===== config.mk =====
export PLATFORM = sky130hd
export DESIGN_NAME = dram_pin_emu
export DESIGN_NICKNAME = d
export VERILOG_FILES = /design/src/rtl/dram_emu_pkg.sv /design/src/rtl/dram_edge_sync.sv /design/src/rtl/dram_cell_array.sv /design/src/rtl/dram_cycle_ctrl.sv /design/src/rtl/dram_pin_emu.sv
export SDC_FILE = /design/constraint.sdc
export NUM_CORES = 1
export LEC_CHECK = 0
export ABC_AREA = 1
export BUFFER_PORTS_ARGS = -buffer_cell sky130_fd_sc_hd__buf_2
export CAP_MARGIN = 20
export CORE_AREA = 2 2 161 163
export DETAILED_ROUTE_END_ITERATION = 10
export DIE_AREA = 0 0 163 165
export GPL_TIMING_DRIVEN = 0
export HOLD_SLACK_MARGIN = 0.03
export PLACE_DENSITY = 0.76
export SLEW_MARGIN = 20
export SYNTH_ARGS = -nofsm -noshare
export SYNTH_HDL_FRONTEND = slang
export SYNTH_SLANG_ARGS = --single-unit

===== constraint.sdc =====
create_clock -name clk_i -period 3.1 [get_ports clk_i]
set_clock_uncertainty 0.2 [all_clocks]
set_input_delay 0.31 -clock clk_i [delete_from_list [all_inputs] [get_ports clk_i]]
set_output_delay 0.31 -clock clk_i [all_outputs]
set_load 0.01 [all_outputs]

===== src/rtl/dram_emu_pkg.sv =====
package dram_emu_pkg;
  typedef enum logic [1:0] {
    CYC_IDLE   = 2'd0,
    CYC_ACCESS = 2'd1,
    CYC_DRIVE  = 2'd2,
    CYC_EWRITE = 2'd3
  } cyc_state_e;
endpackage


===== src/rtl/dram_edge_sync.sv =====
module dram_edge_sync #(
  parameter int N = 3
) (
  input  logic         clk_i,
  input  logic         rst_ni,
  input  logic [N-1:0] strb_ni,
  output logic [N-1:0] lvl_o,
  output logic [N-1:0] fall_o,
  output logic [N-1:0] rise_o
);
  logic [N-1:0] prv_q;

  for (genvar g = 0; g < N; g++) begin : g_strb
    always_ff @(posedge clk_i or negedge rst_ni) begin
      if (!rst_ni) begin
        lvl_o[g] <= 1'b1;
        prv_q[g] <= 1'b1;
      end else begin
        lvl_o[g] <= strb_ni[g];
        prv_q[g] <= lvl_o[g];
      end
    end
    assign fall_o[g] = prv_q[g] & ~lvl_o[g];
    assign rise_o[g] = ~prv_q[g] & lvl_o[g];
  end
endmodule


===== src/rtl/dram_cell_array.sv =====
module dram_cell_array #(
  parameter int IDX_W = 8,
  localparam int DEPTH = 1 << IDX_W
) (
  input  logic             clk_i,
  input  logic             rst_ni,
  input  logic             we_i,
  input  logic [IDX_W-1:0] idx_i,
  input  logic             wd_i,
  output logic             rd_o
);
  logic [DEPTH-1:0] cells_q;

  always_ff @(posedge clk_i or negedge rst_ni) begin
    if (!rst_ni) cells_q <= '0;
    else if (we_i) cells_q[idx_i] <= wd_i;
  end

  assign rd_o = cells_q[idx_i];
endmodule


===== src/rtl/dram_cycle_ctrl.sv =====
module dram_cycle_ctrl
  import dram_emu_pkg::*;
#(
  parameter int ADDR_W  = 9,
  parameter int ROW_W   = 4,
  parameter int COL_W   = 4,
  parameter int ACC_DLY = 2,
  parameter int ERR_W   = 8,
  localparam int IDX_W  = ROW_W + COL_W,
  localparam int CNT_W  = $clog2(ACC_DLY + 1)
) (
  input  logic              clk_i,
  input  logic              rst_ni,
  input  logic              ras_lvl_i,
  input  logic              cas_lvl_i,
  input  logic              we_lvl_i,
  input  logic              ras_fall_i,
  input  logic              cas_fall_i,
  input  logic              we_fall_i,
  input  logic [ADDR_W-1:0] addr_i,
  input  logic              din_i,
  input  logic              cell_rd_i,
  output logic              cell_we_o,
  output logic [IDX_W-1:0]  cell_idx_o,
  output logic              cell_wd_o,
  output logic              dout_o,
  output logic              dout_en_o,
  output logic [ERR_W-1:0]  err_cnt_o
);
  cyc_state_e       state_q;
  logic [ROW_W-1:0] row_q;
  logic [IDX_W-1:0] idx_q;
  logic [CNT_W-1:0] cnt_q;
  logic             en_q;
  logic             dout_q;
  logic [ERR_W-1:0] err_q;

  logic             open_fall, stray_fall, ewrite_now, late_now, in_read;
  logic [COL_W-1:0] col_now;

  assign col_now    = addr_i[COL_W-1:0];
  assign open_fall  = cas_fall_i & ~ras_lvl_i;
  assign stray_fall = cas_fall_i & ras_lvl_i;
  assign ewrite_now = open_fall & ~we_lvl_i;
  assign in_read    = (state_q == CYC_ACCESS) || (state_q == CYC_DRIVE);
  assign late_now   = we_fall_i & ~cas_lvl_i & in_read;

  assign cell_we_o  = ewrite_now | late_now;
  assign cell_wd_o  = din_i;
  // during the strobe edge itself the column comes straight from the pins
  assign cell_idx_o = ewrite_now ? {row_q, col_now} : idx_q;

  always_ff @(posedge clk_i or negedge rst_ni) begin
    if (!rst_ni) row_q <= '0;
    else if (ras_fall_i) row_q <= addr_i[ROW_W-1:0];
  end

  always_ff @(posedge clk_i or negedge rst_ni) begin
    if (!rst_ni) begin
      state_q <= CYC_IDLE;
      idx_q   <= '0;
      cnt_q   <= '0;
      en_q    <= 1'b0;
      dout_q  <= 1'b0;
    end else if (cas_lvl_i) begin
      state_q <= CYC_IDLE;
      en_q    <= 1'b0;
      cnt_q   <= '0;
    end else if (open_fall) begin
      idx_q <= {row_q, col_now};
      if (!we_lvl_i) begin
        state_q <= CYC_EWRITE;
      end else begin
        state_q <= CYC_ACCESS;
        cnt_q   <= CNT_W'(ACC_DLY);
      end
    end else if (state_q == CYC_ACCESS) begin
      if (cnt_q == CNT_W'(1)) begin
        state_q <= CYC_DRIVE;
        en_q    <= 1'b1;
        dout_q  <= cell_rd_i;
        cnt_q   <= '0;
      end else begin
        cnt_q <= cnt_q - CNT_W'(1);
      end
    end
  end

  always_ff @(posedge clk_i or negedge rst_ni) begin
    if (!rst_ni) err_q <= '0;
    else if (stray_fall && (err_q != '1)) err_q <= err_q + ERR_W'(1);
  end

  assign dout_o    = dout_q;
  assign dout_en_o = en_q & ~cas_lvl_i;
  assign err_cnt_o = err_q;
endmodule


===== src/rtl/dram_pin_emu.sv =====
module dram_pin_emu #(
  parameter int ADDR_W  = 9,
  parameter int ROW_W   = 4,
  parameter int COL_W   = 4,
  parameter int ACC_DLY = 2,
  parameter int ERR_W   = 8,
  localparam int IDX_W  = ROW_W + COL_W
) (
  input  logic              clk_i,
  input  logic              rst_ni,
  input  logic              ras_ni,
  input  logic              cas_ni,
  input  logic              we_ni,
  input  logic [ADDR_W-1:0] addr_i,
  input  logic              din_i,
  output logic              dout_o,
  output logic              dout_en_o,
  output logic [ERR_W-1:0]  err_cnt_o
);
  localparam int STRB_RAS = 0;
  localparam int STRB_CAS = 1;
  localparam int STRB_WE  = 2;

  logic [2:0]        lvl, fall, rise;
  logic [ADDR_W-1:0] addr_q;
  logic              din_q;
  logic              cell_we, cell_wd, cell_rd;
  logic [IDX_W-1:0]  cell_idx;

  dram_edge_sync #(.N(3)) u_sync (
    .clk_i  (clk_i),
    .rst_ni (rst_ni),
    .strb_ni({we_ni, cas_ni, ras_ni}),
    .lvl_o  (lvl),
    .fall_o (fall),
    .rise_o (rise)
  );

  // address and data sampled in the same stage as the strobes
  always_ff @(posedge clk_i or negedge rst_ni) begin
    if (!rst_ni) begin
      addr_q <= '0;
      din_q  <= 1'b0;
    end else begin
      addr_q <= addr_i;
      din_q  <= din_i;
    end
  end

  dram_cycle_ctrl #(
    .ADDR_W (ADDR_W),
    .ROW_W  (ROW_W),
    .COL_W  (COL_W),
    .ACC_DLY(ACC_DLY),
    .ERR_W  (ERR_W)
  ) u_ctrl (
    .clk_i     (clk_i),
    .rst_ni    (rst_ni),
    .ras_lvl_i (lvl[STRB_RAS]),
    .cas_lvl_i (lvl[STRB_CAS]),
    .we_lvl_i  (lvl[STRB_WE]),
    .ras_fall_i(fall[STRB_RAS]),
    .cas_fall_i(fall[STRB_CAS]),
    .we_fall_i (fall[STRB_WE]),
    .addr_i    (addr_q),
    .din_i     (din_q),
    .cell_rd_i (cell_rd),
    .cell_we_o (cell_we),
    .cell_idx_o(cell_idx),
    .cell_wd_o (cell_wd),
    .dout_o    (dout_o),
    .dout_en_o (dout_en_o),
    .err_cnt_o (err_cnt_o)
  );

  dram_cell_array #(.IDX_W(IDX_W)) u_array (
    .clk_i (clk_i),
    .rst_ni(rst_ni),
    .we_i  (cell_we),
    .idx_i (cell_idx),
    .wd_i  (cell_wd),
    .rd_o  (cell_rd)
  );

  logic unused_rise;
  assign unused_rise = ^rise;
endmodule


==> run summary <==
run status -> finished with violations
failing checks -> negative setup slack
vias -> 15615
Synth area leaders -> dfrtp_1 48%, nand2_1 16%, a31oi_1 9.4%
most numerous cell on the critical path -> nor2_4
Lkg Pwr -> 9.10 nW
Ports -> 25
Async SR Flop Fraction -> 100%
Pre-antenna DRT Iters -> 8
Mapped Avg Cell Area -> 7.90 um^2
synthesized net count -> 1904
setup violators final -> 6
Final Non-Filler Cells -> 2401
NumNets Final -> 2063
initial DRC count -> 2739
type of the worst setup path -> flip-flop to flip-flop
maximum net fanout on the critical path -> 10
GRT Total Usage -> 41.0%
RSZ-0062 raised after global routing -> true
Tightest Pin Transition -> 683 ps
DIE AREA -> 26900 um^2
core area -> 25000 um^2
Crit path largest cell delay -> 530 ps
most frequent cell after synthesis -> nand2_1
Routed Antenna Nets -> 0
H-Tree Level Count -> 2
RD Place Congestion -> 1.02
Hold Slack -> 49.3 ps
CP Launch Type -> flip-flop
Synth cell types -> 32
area grow syn2layout -> 23.4%
Die Y -> 165 um
Final Critical Period -> 3150 ps
largest net degree at the start of global routing -> 104
Yosys reg bits -> 293
worst-skew pair later-pin latency -> 540 ps
Final Hold Fails -> 0
Starting Density -> 59.5%
PortBufs -> 19
worst path arrival time -> 3380 ps
Synth top area share -> 48.2%
share of cells above drive strength 1 -> 20.2%
Hold WC Path Type -> primary input to asynchronous set/reset pin
Pwr Density -> 600 nW/um^2
R2R Setup Slk -> -50 ps
first-pass GRT wire length -> 81700 um
crit-path cells -> inv_1, nor2_4, nand3_4, nand2_4, o21ai_4, buf_12, buf_4, nor2_4, clkbuf_16, nand2_1, nor2_4, buf_12, buf_8, a21oi_1, a31oi_1
Final HPWL DP -> 34500 um
Cell Rows -> 58
Post-Syn Area -> 14900 um^2
DRC viols -> 0
Post-synth EDFFs -> 0
vias in the first global route -> 14043
Post-synth top cells -> 652 x nand2_1, 287 x dfrtp_1, 260 x a21oi_1
FMAX -> 318 MHz
Tcrit/Tclk final -> 102%
max cap viols -> 0
clk root buf -> clkbuf_16
Critical R2R Launch -> u_sync.prv_q[1]
reg-to-reg endpoint -> u_array.cells_q[147]
WL/cell -> 23.9 um
vias per inst -> 6.50
Peak VDD IR -> 488 uV
placed instance count -> 2238
grt total ovfl -> 0
initial antenna violation count -> 3
Die Span X -> 163 um
Synth Instances -> 1886
Bufs on Longest Clock Path -> 3
critical path's slowest cell -> dfstp_2
final WL -> 57500 um
R2R cell count -> 15
CTS Buf Count -> 34
Critical Path RT -> 3330 ps
warnings from Yosys -> 0
final slew viol count -> 0
Clock Pin Slew Worst Setup and Hold Paths -> 60 ps
CTS tree -> done
Slew HR -> 54.5%
top_reg_cell synth -> dfrtp_1
crit end category -> flip-flop
FILL cells -> 1859
setup ws final -> -47.1 ps
post-synthesis sequential area ratio -> 49.2%
CTS Sinks -> 293
leading area contributor after synthesis -> dfrtp_1
[report_power, final]
group          switching (mW)  internal (mW)
clock network            1.67           2.45
logic                    1.77          0.824
registers               0.196           4.13
[registers in the layout, indices dropped and copies added (netlist names), 2 cells and up]
signal / cells
u_ctrl.state_q: 2
u_ctrl.err_cnt_o: 8
u_array.cells_q: 256
u_ctrl.idx_q: 8
u_ctrl.row_q: 4
u_sync.prv_q: 3
u_ctrl.cnt_q: 2
addr_q: 4
u_sync.lvl_o: 3
[repair_timing]
action | in CTS | in global routing
hold buffers | 9 | 0
cloned | 0 | 3
gates resized for setup | 46 | 216
setup endpoints to repair | 206 | 247
hold endpoints to repair | 296 | 0
setup buffers | 49 | 40
pin swaps | 19 | 27
[final cells by class]
type | instances | area, um^2 | area share [%]
repair buffers | 123 | 1200 | 6.55
diodes | 1 | 2.50 | 0.0136
clock buffers | 51 | 1010 | 5.52
flip-flops and latches | 293 | 7340 | 39.9
multi-input cells | 1397 | 6900 | 37.5
plain buffers | 154 | 1210 | 6.58
well taps | 330 | 413 | 2.24
inverters | 42 | 174 | 0.945
clock inverters | 10 | 131 | 0.714
[kinds of logic after synthesis]
logic type,count (synthesis),synth area share [%]
XOR/XNOR,7,0.411
multiplexers,1,0.0755
adder cells (fa/ha/maj),3,0.252
buffers and inverters,196,6.42
flip-flops,293,49.2
AO/OA/AOI/OAI,506,19.1
AND/OR/NAND/NOR,880,24.5
[through the flow]
stage | setup slack (ps) | area (um^2) | setup TNS, ps | util (%) | power (mW)
4_1_cts | -124 | 17300 | -671 | 69.1 | 10.5
6_report | -47.1 | 18400 | -131 | 73.5 | 11.0
2_1_floorplan | 611 | 14900 | 0 | - | 5.56
5_1_grt | -119 | 18400 | -4180 | 73.5 | 11.3
3_3_place_gp | -3830 | 15400 | -1130560 | 61.6 | 6.30
3_5_place_dp | -359 | 15500 | -35310 | 61.9 | 6.35
[cell usage in the layout (no fill, tap or decap), types with 3 or more instances in the layout]
cell             n
nand2_1        635
dfrtp_1        287
a21oi_1        260
a31oi_1        224
buf_4           95
nor2_1          93
nand3_1         47
buf_2           42
clkbuf_1        37
clkbuf_16       37
nor2_4          33
inv_1           30
nor2_2          30
buf_6           29
nand2_2         24
buf_12          22
clkbuf_4        22
o21ai_0         14
clkbuf_2        13
clkbuf_8        10
buf_8            9
dlygate4sd3_1    9
inv_2            8
dfstp_2          6
xor2_1           5
o21ai_4          4
clkinvlp_4       3
inv_6            3
nand2_8          3
nand2_4          3
clkinv_4         3
nand4_1          3
ha_1             3
buf_16           3
[critical path: cells and delay by family (launching register included)]
family / cells / cell delay (ps)
AND/OR/NAND/NOR: 6 / 1000
buffers and inverters: 6 / 870
flip-flops: 1 / 530
AO/OA/AOI/OAI: 3 / 400
[worst max-delay path by stage]
stage,startpoint,end,slack [ps],cells past startpoint
3_5_place_dp,u_sync.prv_q[1],u_ctrl.dout_o,-360,18
4_1_cts,u_sync.prv_q[1],u_ctrl.dout_o,-120,20
5_1_grt,u_sync.prv_q[1],u_array.cells_q[147],-120,15
3_3_place_gp,rst_ni,u_array.cells_q[42],-3830,1
6_report,u_sync.prv_q[1],u_array.cells_q[147],-50,15
2_1_floorplan,u_sync.prv_q[1],u_ctrl.dout_o,610,21
[layer usage]
| layer | GRT usage, % | vias up | part of all wire, % |
|---|---|---|---|
| met5 | 0 | - | 0.012 |
| met4 | 22.8 | 2 | 7.6 |
| met3 | 11.8 | 374 | 15 |
| met2 | 62.3 | 1306 | 43 |
| met1 | 52.9 | 7257 | 35 |
| li1 | - | 6676 | - |
Power figures use the tool's default switching activity.
